==> config.mk <==
export PLATFORM = sky130hd
export DESIGN_NAME = td_status_updater
export DESIGN_NICKNAME = d
export VERILOG_FILES = /design/src/rtl/tdsu_pkg.sv /design/src/rtl/tdsu_token_check.sv /design/src/rtl/tdsu_len_codec.sv /design/src/rtl/tdsu_err_step.sv /design/src/rtl/td_status_updater.sv
export SDC_FILE = /design/constraint.sdc
export NUM_CORES = 1
export LEC_CHECK = 0
export ABC_CLOCK_PERIOD_IN_PS = 6900
export CORE_AREA = 5 5 86 80
export DETAILED_ROUTE_END_ITERATION = 8
export DIE_AREA = 0 0 91 85
export PLACE_DENSITY = 0.9
export SLEW_MARGIN = 0
export SYNTH_ARGS = -nofsm -noshare
export SYNTH_HDL_FRONTEND = slang
export SYNTH_SLANG_ARGS = --single-unit
==> constraint.sdc <==
create_clock -name clk -period 6.9 [get_ports clk]
set_clock_uncertainty 0.05 [all_clocks]
set_input_delay 1.38 -clock clk [delete_from_list [all_inputs] [get_ports clk]]
set_output_delay 1.38 -clock clk [all_outputs]
set_load 0.05 [all_outputs]
==> src/rtl/tdsu_pkg.sv <==
// Package: shared encodings for the descriptor status updater.
// Assumes the 32-bit control/status word layout used by the descriptor format.
package tdsu_pkg;
    localparam int WORD_W   = 32;
    localparam int POS_ACT  = 23;
    localparam int POS_IOC  = 24;
    localparam int POS_SPD  = 29;
    localparam int ERR_LO   = 27;
    localparam int FLAG_LO  = 17;
    localparam int FLAG_W   = 7;
    localparam int PID_W    = 8;
    localparam int TOK_MAXLO = 21;

    localparam logic [PID_W-1:0] PID_IN    = 8'h69;
    localparam logic [PID_W-1:0] PID_OUT   = 8'hE1;
    localparam logic [PID_W-1:0] PID_SETUP = 8'h2D;

    typedef enum logic [2:0] {
        RES_OK       = 3'd0,
        RES_NAK      = 3'd1,
        RES_STALL    = 3'd2,
        RES_CRC      = 3'd3,
        RES_BABBLE   = 3'd4,
        RES_BUFERR   = 3'd5,
        RES_BITSTUFF = 3'd6,
        RES_RSVD     = 3'd7
    } tdsu_result_e;

    // Status flag group, bits 23:17 of the word, MSB first.
    typedef struct packed {
        logic active;
        logic stalled;
        logic buferr;
        logic babble;
        logic nak;
        logic crc;
        logic bitstuff;
    } tdsu_flags_t;
endpackage

==> src/rtl/tdsu_token_check.sv <==
// Module: decodes the token fields the updater needs.
// Flags whether the PID is one of the three legal ones and whether it is IN,
// and turns the n-1 max-length code into a byte count (all-ones -> 0).
module tdsu_token_check
    import tdsu_pkg::*;
#(
    parameter int LEN_W = 11
) (
    input  logic [LEN_W-1:0] max_code,
    input  logic [PID_W-1:0] pid,
    output logic             pid_legal,
    output logic             pid_is_in,
    output logic [LEN_W:0]   max_bytes
);
    // Classify the PID.
    always_comb begin
        pid_is_in = (pid == PID_IN);
        pid_legal = pid_is_in || (pid == PID_OUT) || (pid == PID_SETUP);
    end

    // Decode the n-1 length code; the all-ones code means zero bytes.
    always_comb begin
        if (&max_code) max_bytes = '0;
        else           max_bytes = {1'b0, max_code} + 1'b1;
    end
endmodule

==> src/rtl/tdsu_len_codec.sv <==
// Module: encodes the actual byte count in the n-1 form and compares it
// against the decoded maximum. Assumes count fits in LEN_W bits.
module tdsu_len_codec #(
    parameter int LEN_W = 11
) (
    input  logic [LEN_W-1:0] count,
    input  logic [LEN_W:0]   max_bytes,
    output logic [LEN_W-1:0] len_code,
    output logic             below_max
);
    // n-1 encoding wraps zero bytes onto the all-ones code.
    always_comb len_code = count - 1'b1;

    // Short-transfer comparison on the widened count.
    always_comb below_max = ({1'b0, count} < max_bytes);
endmodule

==> src/rtl/tdsu_err_step.sv <==
// Module: applies one transaction result to the sticky flag group and the
// retry counter. Assumes the caller has already checked that the descriptor
// is active and its PID legal. A counter of zero means unlimited retries.
module tdsu_err_step
    import tdsu_pkg::*;
#(
    parameter int CNT_W = 2
) (
    input  tdsu_flags_t      flags_in,
    input  logic [CNT_W-1:0] cnt_in,
    input  tdsu_result_e     result,
    output tdsu_flags_t      flags_out,
    output logic [CNT_W-1:0] cnt_out
);
    localparam logic [CNT_W-1:0] CNT_ONE = CNT_W'(1);

    logic counted;

    // Mark results that consume a retry.
    always_comb counted = (result == RES_CRC) || (result == RES_BITSTUFF) ||
                          (result == RES_BUFERR);

    // Update flags and counter from the result.
    always_comb begin
        flags_out = flags_in;
        cnt_out   = cnt_in;
        case (result)
            RES_OK:       flags_out.active = 1'b0;
            RES_NAK:      flags_out.nak    = 1'b1;
            RES_BABBLE: begin
                flags_out.babble  = 1'b1;
                flags_out.active  = 1'b0;
                flags_out.stalled = 1'b1;
            end
            RES_STALL, RES_RSVD: begin
                flags_out.active  = 1'b0;
                flags_out.stalled = 1'b1;
            end
            RES_CRC:      flags_out.crc      = 1'b1;
            RES_BITSTUFF: flags_out.bitstuff = 1'b1;
            RES_BUFERR:   flags_out.buferr   = 1'b1;
            default:      flags_out = flags_in;
        endcase
        if (counted && (cnt_in != '0)) begin
            cnt_out = cnt_in - 1'b1;
            if (cnt_in == CNT_ONE) begin
                flags_out.active  = 1'b0;
                flags_out.stalled = 1'b1;
            end
        end
    end
endmodule

==> src/rtl/td_status_updater.sv <==
// Module: top of the descriptor status updater. On upd_strobe it merges one
// transaction result into the control/status word and registers the new word
// with done/complete/irq/short flags one cycle later.
// Assumes upd_strobe is a single-cycle pulse with stable inputs.
module td_status_updater
    import tdsu_pkg::*;
#(
    parameter int LEN_W = 11,
    parameter int CNT_W = 2
) (
    input  logic              clk,
    input  logic              rst_n,
    input  logic              upd_strobe,
    input  logic [WORD_W-1:0] ctrl_in,
    input  logic [WORD_W-1:0] token_in,
    input  logic [2:0]        result_in,
    input  logic [LEN_W-1:0]  xfer_bytes,
    output logic [WORD_W-1:0] status_out,
    output logic              upd_done,
    output logic              td_complete,
    output logic              td_irq,
    output logic              td_short
);
    localparam int ERR_HI  = ERR_LO + CNT_W - 1;
    localparam int FLAG_HI = FLAG_LO + FLAG_W - 1;
    localparam int TOK_MAXHI = TOK_MAXLO + LEN_W - 1;

    tdsu_result_e     res;
    logic             pid_legal, pid_is_in, below_max;
    logic [LEN_W:0]   max_bytes;
    logic [LEN_W-1:0] len_code;
    tdsu_flags_t      flags_new;
    logic [CNT_W-1:0] cnt_new;
    logic [WORD_W-1:0] next_word;
    logic             complete_d, irq_d, short_d;
    logic             tok_unused;

    logic [WORD_W-1:0] status_q;
    logic             done_q, complete_q, irq_q, short_q;

    // Cast the raw result code onto the enum.
    always_comb res = tdsu_result_e'(result_in);

    // Token fields not used by the update (toggle, endpoint, address).
    always_comb tok_unused = ^token_in[TOK_MAXLO-1:PID_W];

    tdsu_token_check #(.LEN_W(LEN_W)) u_tok (
        .max_code  (token_in[TOK_MAXHI:TOK_MAXLO]),
        .pid       (token_in[PID_W-1:0]),
        .pid_legal (pid_legal),
        .pid_is_in (pid_is_in),
        .max_bytes (max_bytes)
    );

    tdsu_len_codec #(.LEN_W(LEN_W)) u_len (
        .count     (xfer_bytes),
        .max_bytes (max_bytes),
        .len_code  (len_code),
        .below_max (below_max)
    );

    tdsu_err_step #(.CNT_W(CNT_W)) u_err (
        .flags_in  (tdsu_flags_t'(ctrl_in[FLAG_HI:FLAG_LO])),
        .cnt_in    (ctrl_in[ERR_HI:ERR_LO]),
        .result    (res),
        .flags_out (flags_new),
        .cnt_out   (cnt_new)
    );

    // Compose the write-back word and the per-update flags.
    always_comb begin
        next_word = ctrl_in;
        if (ctrl_in[POS_ACT]) begin
            if (!pid_legal) begin
                next_word[POS_ACT]     = 1'b0;
                next_word[POS_ACT-1]   = 1'b1;
                next_word[LEN_W-1:0]   = '1;
            end else begin
                next_word[FLAG_HI:FLAG_LO] = flags_new;
                next_word[ERR_HI:ERR_LO]   = cnt_new;
                next_word[LEN_W-1:0]       = len_code;
            end
        end
        complete_d = ctrl_in[POS_ACT] & ~next_word[POS_ACT];
        irq_d      = complete_d & ctrl_in[POS_IOC];
        short_d    = ctrl_in[POS_ACT] & pid_legal & pid_is_in &
                     (res == RES_OK) & ctrl_in[POS_SPD] & below_max;
    end

    // Output register: word held between updates, flags pulse with done.
    always_ff @(posedge clk) begin
        if (!rst_n) begin
            status_q   <= '0;
            done_q     <= 1'b0;
            complete_q <= 1'b0;
            irq_q      <= 1'b0;
            short_q    <= 1'b0;
        end else begin
            done_q <= upd_strobe;
            if (upd_strobe) begin
                status_q   <= next_word;
                complete_q <= complete_d;
                irq_q      <= irq_d;
                short_q    <= short_d;
            end else begin
                complete_q <= 1'b0;
                irq_q      <= 1'b0;
                short_q    <= 1'b0;
            end
        end
    end

    always_comb begin
        status_out  = status_q;
        upd_done    = done_q;
        td_complete = complete_q;
        td_irq      = irq_q;
        td_short    = short_q;
    end


    done_follows_strobe_chk: assert property (@(posedge clk) disable iff (!rst_n)
        upd_strobe |=> upd_done);

    word_held_chk: assert property (@(posedge clk) disable iff (!rst_n)
        !upd_strobe |=> ($stable(status_out) && !upd_done));

    complete_clears_active_chk: assert property (@(posedge clk) disable iff (!rst_n)
        td_complete |-> (upd_done && !status_out[POS_ACT]));

    errcnt_no_rise_chk: assert property (@(posedge clk) disable iff (!rst_n)
        upd_done |-> (status_out[ERR_HI:ERR_LO] <= $past(ctrl_in[ERR_HI:ERR_LO])));

    irq_needs_complete_chk: assert property (@(posedge clk) disable iff (!rst_n)
        td_irq |-> (td_complete && status_out[POS_IOC]));

    short_needs_complete_chk: assert property (@(posedge clk) disable iff (!rst_n)
        td_short |-> td_complete);
endmodule

==> reports/qor.txt, run 1 <==
area grow syn2layout -> 53.7%
# setup viols final -> 0
maxcap violations -> 0
Post-Route WL -> 6650 um
Yosys reg bits -> 36
final core area utilization -> 58.7%
first-pass detailed-route iteration total -> 4
CP required -> 7.03 ns
status -> complete, no violations
CTS Root Cell -> clkbuf_8
hold crit path type -> reg -> reg
top_reg_cell synth -> dfxtp_1
largest net degree at the start of global routing -> 35
DRC viols -> 0
nature of the critical path endpoint -> flop
DR vias/cell -> 5.35
worst vdd ir -> 0.117 mV
CP Launch Type -> primary input
slew margin rel. -> 49.6%
Starting Density -> 38.2%
Tcrit/Tclk final -> 56.2%
yosys synthesis warning count -> 0
Hold Buf Count CTS -> 0
first-pass GRT wire length -> 10900 um
Worst-path clk slew -> 0.08 ns
Gate Count Post-Synth -> 250
crit path time final -> 3.88 ns
Mean Syn Cell Area -> 9.03 sq um
initial antenna violation count -> 0
Syn Std Cell Area -> 2260 sq um
Seq/Total Area, Yosys -> 31.9%
area of the die -> 7740 sq um
Ports -> 117
Crit Path Class -> in -> reg
hpwl dp -> 5370 um
Clock Latency Late Sink -> 0.29 ns
Max Slew Vio Count -> 0
slowest CP cell -> clkdlybuf4s50_1
PostCTS Resize Cnt -> 0
Setup Buffers After CTS -> 0
RSZ-0062 raised after global routing -> false
synth unique cells -> 53
die width -> 91 um
Worst-Margin Slew -> 0.755 ns
PortBufs -> 103
clk sinks -> 36
LEAKAGE -> 1.39 nW
post-synth net total -> 345
critical-path cell list -> clkdlybuf4s50_1, ha_1, and2_1, and2_1, and3_1, and3_1, xnor2_1, ha_1, nand4_1, nor2_1, o221ai_1, o21ai_0, a21oi_1
Overflow after GRT -> 0
# rows -> 27
setup tns final -> 0 ns
Routability Congestion -> 0.845
EDFF count, synth -> 0
Final Net Count -> 443
delay of the slowest cell on the worst path -> 0.49 ns
total number of vias -> 2253
final antenna-violating net count -> 0
P per Cell Area -> 194 nW/um^2
fmax -> 258 MHz
maximum clock path buffer count -> 2
layout cells sized above 1 -> 7.16%
DR iter-0 viols -> 144
n_diodes -> 0
Fin. Hold Viols -> 0
CTS H-tree depth -> 2
Die Y -> 85 um
Layout Cells excl Fill -> 421
CP Max Fanout -> 5
GRT Overall Usage -> 17.0%
Placed Cells -> 413
total CTS buffers -> 5
ys async rst share -> 0%
core box area -> 5910 sq um
Critical Path AT -> 4.01 ns
number of global-route vias before repair -> 2344
Design Power -> 0.674 mW
drt wl/cell -> 15.8 um
CTS tree -> yes
==> metrics by stage <==
stage                     worst slack (ns)  area [sq um]  hold slack (ns)
final                                 3.02          3470            0.399
after global routing                  2.88          3470            0.424
after CTS                             3.06          3470            0.401
after detailed placement              2.74          3310            0.389
after global placement                2.82          3310            0.380
after floorplan                       3.49          2260            0.608
==> power breakdown <==
part / internal, mW / switching, mW / leakage [nW]
Sequential: 0.221 / 0.00632 / 0.298
Combinational: 0.0860 / 0.101 / 1.01
Clock: 0.181 / 0.0786 / 0.0784
Total: 0.488 / 0.186 / 1.39
==> worst max-delay path: cells and delay by family <==
| family | cells | cell delay (ns) |
|---|---|---|
| adders and majority gates | 2 | 0.59 |
| xor gates and xnor gates | 1 | 0.13 |
| buffers and inverters | 1 | 0.49 |
| and+or+nand+nor | 6 | 1.06 |
| AOI/OAI and AO/OA | 3 | 0.36 |
==> cell usage after synthesis, drive strengths merged (3+ instances only) <==
cell type / count / area [sq um]
nand3: 7 / 45.0
nand2: 30 / 115
nand4: 4 / 25.0
nand3b: 3 / 22.5
a31oi: 6 / 37.5
o221ai: 10 / 87.6
nand2b: 6 / 45.0
xnor2: 16 / 140
ha: 14 / 175
xor2: 4 / 35.0
and3: 5 / 32.5
o21ai: 11 / 55.1
buf: 7 / 52.5
nor2b: 16 / 103
a21boi: 3 / 22.5
and2: 6 / 40.0
dfxtp: 36 / 721
clkbuf: 6 / 22.5
mux2i: 13 / 130
a21oi: 12 / 60.1
nor2: 4 / 15.0
inv: 7 / 26.3
==> cells in the final DEF, fill, tap and decap left out, types with 2 or more instances in the layout <==
| cell | instances |
|---|---|
| and3_1 | 4 |
| bufinv_16 | 3 |
| nand3_2 | 2 |
| dfxtp_1 | 36 |
| o221ai_1 | 10 |
| inv_1 | 7 |
| a21oi_1 | 12 |
| xor2_1 | 4 |
| o21ai_0 | 10 |
| nor2_1 | 4 |
| xnor2_1 | 16 |
| nand2_1 | 29 |
| nand3b_1 | 3 |
| nand4_1 | 4 |
| ha_1 | 14 |
| nor2b_1 | 15 |
| nor4b_1 | 2 |
| nand4b_1 | 2 |
| clkbuf_8 | 5 |
| nand3_1 | 5 |
| clkdlybuf4s50_1 | 103 |
| a31oi_1 | 6 |
| mux2i_1 | 13 |
| nand2b_1 | 5 |
| a21boi_1 | 3 |
| and2_1 | 5 |
==> cell families (layout without fill, tap and decap cells) <==
family / count (synthesis) / in the layout / synth area share [%]
xor gates and xnor gates: 20 / 20 / 7.76
DFF: 36 / 36 / 31.9
buffers and inverters: 20 / 119 / 4.49
and+or+nand+nor: 93 / 93 / 25.3
AOI/OAI and AO/OA: 53 / 53 / 16.5
adders and majority gates: 15 / 15 / 8.25
muxes: 13 / 13 / 5.76
==> path summary, 6_finish.rpt <==
kind / from / endpoint / slack (ns) / cells after the start
worst max-delay path: token_in[21] / td_short / 3.02 / 13
worst max register to register: status_out[21] / status_out[21] / 6.16 / 2
worst min register to register: status_out[1] / status_out[1] / 0.40 / 2
worst min-delay path: status_out[1] / status_out[1] / 0.40 / 2
==> sequential cells by signal (all words and copies together), names as in the netlist <==
signal	count
upd_done	1
td_short	1
status_out	32
td_complete	1
td_irq	1
==> routing by layer <==
metal	track usage, %	wire length (um)
met4	5.73	78
met1	20.6	2800
met2	28.9	3220
met5	0	0
met3	4.61	549
==> layout make-up <==
type | count | area [sq um]
well taps | 72 | 90.1
repair buffers | 104 | 1040
inverters | 7 | 26.3
clock inverters | 3 | 90.1
flip-flops and latches | 36 | 721
fillers | 547 | 2440
multi-input cells | 194 | 1440
clock buffers | 5 | 68.8
No activity file was read; power rests on OpenSTA's default activity.
==> inputs of run 2 (changes only) <==
--- a/config.mk
+++ b/config.mk
@@ -5,11 +5,11 @@
 export SDC_FILE = /design/constraint.sdc
 export NUM_CORES = 1
 export LEC_CHECK = 0
-export ABC_CLOCK_PERIOD_IN_PS = 6900
-export CORE_AREA = 5 5 86 80
+export ABC_CLOCK_PERIOD_IN_PS = 3110
+export CORE_AREA = 5 5 90 84
 export DETAILED_ROUTE_END_ITERATION = 8
-export DIE_AREA = 0 0 91 85
-export PLACE_DENSITY = 0.9
+export DIE_AREA = 0 0 95 89
+export PLACE_DENSITY = 0.86
 export SLEW_MARGIN = 0
 export SYNTH_ARGS = -nofsm -noshare
 export SYNTH_HDL_FRONTEND = slang
==> constraint.sdc (replaced) <==
create_clock -name clk -period 3.11 [get_ports clk]
set_clock_uncertainty 0.05 [all_clocks]
set_input_delay 0.622 -clock clk [delete_from_list [all_inputs] [get_ports clk]]
set_output_delay 0.622 -clock clk [all_outputs]
set_load 0.05 [all_outputs]
==> run 2 against run 1 <==
Via count down 1.2%. Non-clock buffer count up 7. Utilization down 4.7 points. First-iteration DRC count down 26%. Critical endpoint unchanged.
==> reports/qor.txt, run 2 (synthesis gave the netlist of run 1 again) <==
Max Slew Vio Count -> 0 (unchanged)
area grow syn2layout -> 54.1%
PostCTS Resize Cnt -> 0 (unchanged)
Switch Pwr -> 0.403 mW (+120%)
RSZ-0062 raised after global routing -> false
Min Hold Slack -> 0.392 ns (-0.00666 ns)
status -> complete, no violations
crit path time final -> 2.93 ns
CTS H-tree depth -> 2 (unchanged)
Routability Congestion -> 0.857 (+1.4%)
Register Area -> 721 sq um (unchanged)
commonest non-fill, non-tap cell in the layout -> clkdlybuf4s50_1
# setup viols final -> 0 (unchanged)
hpwl dp -> 5370 um (about the same)
n_diodes -> 0 (unchanged)
total CTS buffers -> 5 (unchanged)
CP required -> 3.24 ns (-3.79 ns)
Overflow after GRT -> 0 (unchanged)
# rows -> 28 (+3.7%)
Clock Latency Late Sink -> 0.28 ns (about the same)
number of flip-flops in the largest register -> 32 (unchanged)
initial antenna violation count -> 0 (unchanged)
final antenna-violating net count -> 0 (unchanged)
CP Max Fanout -> 4 (-1)
first-pass GRT wire length -> 10800 um (-1.5%)
DR vias/cell -> 4.99 (-6.8%)
layout cells sized above 1 -> 8.99% (+1.8 points)
LEAKAGE -> 1.40 nW (+0.57%)
slew margin rel. -> 47.4% (-2.2 points)
Worst-Margin Slew -> 0.787 ns (+0.0325 ns)
maxcap violations -> 0 (unchanged)
most frequent cells in the layout -> clkdlybuf4s50_1 (103), dfxtp_1 (36), nand2_1 (29), xnor2_1 (16), nor2b_1 (15)
largest net degree at the start of global routing -> 33 (-5.7%)
Hold Buf Count CTS -> 0 (unchanged)
Crit Path Class -> in -> reg
DR iter-0 viols -> 107 (-26%)
multi-input logic area -> 1440 sq um (unchanged)
Starting Density -> 35.0% (-3.2 points)
Setup Buffers After CTS -> 0 (unchanged)
Die Y -> 89 um (+4.7%)
core box area -> 6450 sq um (+9.0%)
Fillers -> 613 (+12%)
die width -> 95 um (+4.4%)
PortBufs -> 103 (unchanged)
final instance area -> 3480 sq um (+0.25%)
GRT Overall Usage -> 16.1% (-0.81 points)
CP Launch Type -> primary input
hold crit path type -> reg -> reg
Tcrit/Tclk final -> 94.1%
Ports -> 117 (unchanged)
DP Area -> 3390 sq um (+2.3%)
CTS tree -> yes
total number of vias -> 2225 (-1.2%)
Top reg by flops -> status_out
nature of the critical path endpoint -> flop
switching fraction of total power -> 31.9% (+4.3 points)
area of the die -> 8460 sq um (+9.3%)
drt wl/cell -> 14.7 um (-6.9%)
DRC viols -> 0 (unchanged)
Post-Route WL -> 6560 um (-1.4%)
Fin. Hold Viols -> 0 (unchanged)
maximum clock path buffer count -> 2 (unchanged)
Critical Path AT -> 3.05 ns (-0.96 ns)
Design Power -> 1.26 mW (+88%)
clk sinks -> 36 (unchanged)
clock power share -> 27.1% (-11 points)
Final Net Count -> 450 (+1.6%)
first-pass detailed-route iteration total -> 4 (unchanged)
Power Internal -> 0.861 mW (+77%)
Worst-path clk slew -> 0.08 ns (about the same)
Gate power share -> 33.1% (+5.3 points)
fmax -> 342 MHz
number of global-route vias before repair -> 2329 (-0.64%)
Seq pwr share -> 39.8% (+6.1 points)
CTS Root Cell -> clkbuf_8
worst vdd ir -> 0.157 mV (+34%)
P per Cell Area -> 363 nW/um^2 (+87%)
-- run 2: changes by cell type in the layout (fill, tap and decap cells not counted), sizes merged --
cell,previous run,this run
clkbuf,5,6
buf,1,8
bufinv,3,0
clkinv,0,2
-- run 2: worst paths after layout --
kind	from	slack (ns)	cells past startpoint	end
max	token_in[22]	0.18	13	td_short
min	status_out[6]	0.39	2	status_out[6]
max reg2reg	status_out[21]	2.40	2	status_out[21]
min reg2reg	status_out[6]	0.39	2	status_out[6]
-- run 2: metrics by stage --
| step | worst slack, ns | TNS [ns] | instances | utilization, % |
|---|---|---|---|---|
| after global routing | 0.0547 | 0 | 446 | 54.0 |
| after global placement | -0.0966 | -0.0966 | 438 | 52.5 |
| after floorplan | 0.460 | 0 | 250 | - |
| final | 0.184 | 0 | 446 | 54.0 |
| after detailed placement | -0.151 | -0.151 | 438 | 52.5 |
| after CTS | 0.167 | 0 | 446 | 54.0 |
-- run 2: worst max-delay path: stages --
cell,delay (ns)
clkdlybuf4s50_1,0.47
ha_1,0.22
and2_1,0.16
and2_1,0.16
and3_1,0.18
and3_1,0.18
xnor2_1,0.13
ha_1,0.31
nand4_1,0.13
nor2_1,0.13
o221ai_1,0.10
o21ai_0,0.16
a21oi_1,0.08
-- run 2: final cells by class --
cell class / instances / share of cell area [%]
clock buffer: 6 / 2.37
clock inverter: 2 / 0.288
inverter: 7 / 0.755
multi-input combinational: 194 / 41.3
sequential: 36 / 20.7
tap: 90 / 3.24
timing repair buffer: 111 / 31.4
-- run 2: power groups by stage --
stage,Combinational (mW),Sequential [mW],Clock (mW)
after floorplan,0.131,0.614,0
after global placement,0.411,0.513,0
after detailed placement,0.420,0.514,0
after CTS,0.422,0.503,0.353
after global routing,0.448,0.507,0.388
final,0.418,0.503,0.343
-- run 2: metal layers --
metal / track usage [%] / wire, um / vias up
met1: 19.0 / 2770 / 1030
li1: - / - / 1113
met2: 28.7 / 3170 / 76
met3: 4.63 / 527 / 6
met5: 0 / 0 / -
met4: 4.59 / 89 / 0
==> inputs of run 3 (changes only) <==
--- a/config.mk
+++ b/config.mk
@@ -5,11 +5,11 @@
 export SDC_FILE = /design/constraint.sdc
 export NUM_CORES = 1
 export LEC_CHECK = 0
-export ABC_CLOCK_PERIOD_IN_PS = 3110
-export CORE_AREA = 5 5 90 84
+export ABC_CLOCK_PERIOD_IN_PS = 3380
+export CORE_AREA = 5 5 86 80
 export DETAILED_ROUTE_END_ITERATION = 8
-export DIE_AREA = 0 0 95 89
-export PLACE_DENSITY = 0.86
+export DIE_AREA = 0 0 91 85
+export PLACE_DENSITY = 0.9
 export SLEW_MARGIN = 0
 export SYNTH_ARGS = -nofsm -noshare
 export SYNTH_HDL_FRONTEND = slang
==> constraint.sdc (replaced) <==
create_clock -name clk -period 3.38 [get_ports clk]
set_clock_uncertainty 0.05 [all_clocks]
set_input_delay 0.676 -clock clk [delete_from_list [all_inputs] [get_ports clk]]
set_output_delay 0.676 -clock clk [all_outputs]
set_load 0.05 [all_outputs]
==> run 3 against run 2 <==
Sequential share of layout area is 0.16 points higher. Worst setup slack better by 0.19 ns. Utilization increased by 4.4 points. Combinational power decreased by 8.1%. Non-clock buffer count is 3 lower. First-iteration DRC count shrank 26%.
==> reports/qor.txt, run 3 (synthesis gave the netlist of run 1 again) <==
slew margin rel. -> 50.7% (+3.2 points)
Starting Density -> 38.2% (+3.2 points)
area of the die -> 7740 sq um (-8.5%)
number of global-route vias before repair -> 2277 (-2.2%)
hold crit path type -> reg -> reg
Max Slew Vio Count -> 0 (unchanged)
pre-CTS WS -> 0.0604 ns (+0.212 ns)
Setup Buffers After CTS -> 0 (unchanged)
Routability Congestion -> 0.878 (+2.5%)
# setup viols final -> 0 (unchanged)
status -> complete, no violations
Fillers -> 512 (-16%)
final antenna-violating net count -> 0 (unchanged)
Fin. Hold Viols -> 0 (unchanged)
total number of vias -> 2213 (-0.54%)
Post-Route WL -> 6410 um (-2.2%)
LEAKAGE -> 1.38 nW (-0.90%)
area grow syn2layout -> 52.9%
Die Y -> 85 um (-4.5%)
Top reg by flops -> status_out
# rows -> 27 (-3.6%)
CP required -> 3.50 ns (+0.26 ns)
crit path time final -> 3.00 ns
nature of the critical path endpoint -> flop
DRC viols -> 0 (unchanged)
Critical Path AT -> 3.12 ns (+0.07 ns)
GRT Overall Usage -> 16.6% (+0.43 points)
n_diodes -> 0 (unchanged)
maximum clock path buffer count -> 2 (unchanged)
PostCTS Resize Cnt -> 0 (unchanged)
initial antenna violation count -> 0 (unchanged)
fin worst setup slack -> 0.379 ns (+0.195 ns)
DP Area -> 3340 sq um (-1.3%)
CP Launch Type -> primary input
number of flip-flops in the largest register -> 32 (unchanged)
most frequent cells in the layout -> clkdlybuf4s50_1 (103), dfxtp_1 (36), nand2_1 (29), xnor2_1 (16), nor2b_1 (15)
clk sinks -> 36 (unchanged)
die width -> 91 um (-4.2%)
setup tns final -> 0 ns (unchanged)
commonest non-fill, non-tap cell in the layout -> clkdlybuf4s50_1
total CTS buffers -> 5 (unchanged)
largest net degree at the start of global routing -> 34 (+3.0%)
multi-input logic area -> 1440 sq um (unchanged)
CTS Root Cell -> clkbuf_8
Layout Cells excl Fill -> 425 (-4.7%)
core box area -> 5910 sq um (-8.3%)
Design Power -> 1.22 mW (-3.5%)
P per Cell Area -> 353 nW/um^2 (-2.8%)
fmax -> 333 MHz
Ports -> 117 (unchanged)
CTS tree -> yes
Crit Path Class -> in -> reg
PortBufs -> 103 (unchanged)
drt wl/cell -> 15.1 um (+2.6%)
Hold Buf Count CTS -> 0 (unchanged)
maxcap violations -> 0 (unchanged)
layout cells sized above 1 -> 8.22% (-0.77 points)
final instance area -> 3450 sq um (-0.76%)
hpwl dp -> 5200 um (-3.1%)
first-pass detailed-route iteration total -> 4 (unchanged)
RSZ-0062 raised after global routing -> false
CTS H-tree depth -> 2 (unchanged)
Tcrit/Tclk final -> 88.8%
Placed Cells -> 417 (-4.8%)
first-pass GRT wire length -> 10600 um (-1.7%)
Register Area -> 721 sq um (unchanged)
Worst-Margin Slew -> 0.739 ns (-0.0484 ns)
CP Max Fanout -> 4 (unchanged)
Overflow after GRT -> 0 (unchanged)
DR iter-0 viols -> 79 (-26%)
Clock Latency Late Sink -> 0.28 ns (about the same)
DR vias/cell -> 5.21 (+4.4%)
Final Net Count -> 447 (-0.67%)
Worst-path clk slew -> 0.07 ns (about the same)
worst vdd ir -> 0.224 mV (+43%)
==> run 3: cell types whose count changed in the layout (fill, tap and decap cells not counted) <==
cell        previous run  this run
clkbuf_8               6         5
bufinv_16              0         1
buf_4                  8         5
clkinvlp_4             0         1
clkinv_2               2         1
==> run 3: critical path: stages <==
cell and delay, ns:
clkdlybuf4s50_1 0.46, ha_1 0.21, and2_1 0.16, and2_1 0.18
and3_1 0.20, and3_1 0.19, xnor2_1 0.12, ha_1 0.31
nand4_1 0.13, nor2_1 0.12, o221ai_1 0.10, o21ai_0 0.17
a21oi_1 0.08
==> run 3: area by class of cell <==
class / instances / share of cell area (%)
inverters: 7 / 0.761
multi-input cells: 194 / 41.6
flip-flops and latches: 36 / 20.9
repair buffers: 108 / 30.9
clock inverters: 3 / 1.23
well taps: 72 / 2.61
clock buffers: 5 / 1.99
==> run 3: stage by stage <==
step	util, %	hold WS, ns
2_1_floorplan	-	0.608
3_3_place_gp	56.5	0.380
3_5_place_dp	56.5	0.381
4_1_cts	58.4	0.392
5_1_grt	58.4	0.410
6_report	58.4	0.387
==> run 3: worst paths after layout <==
path	from	slack [ns]	endpoint	cells past startpoint
max	token_in[22]	0.38	td_short	13
min	status_out[6]	0.39	status_out[6]	2
max reg2reg	status_out[20]	2.67	status_out[20]	2
min reg2reg	status_out[6]	0.39	status_out[6]	2
==> run 3: metal layers <==
metal	share of wire [%]	up-vias	GRT usage, %
li1	-	1105	-
met4	1.8	0	6.27
met1	46	1009	21.0
met3	6.6	10	3.99
met5	0	-	0
met2	46	89	27.3
==> run 3: power breakdown <==
part           internal, mW  switching [mW]  total [mW]
Combinational         0.178           0.206       0.384
Sequential            0.451          0.0121       0.463
Clock                 0.218           0.155       0.374
Total                 0.847           0.374        1.22
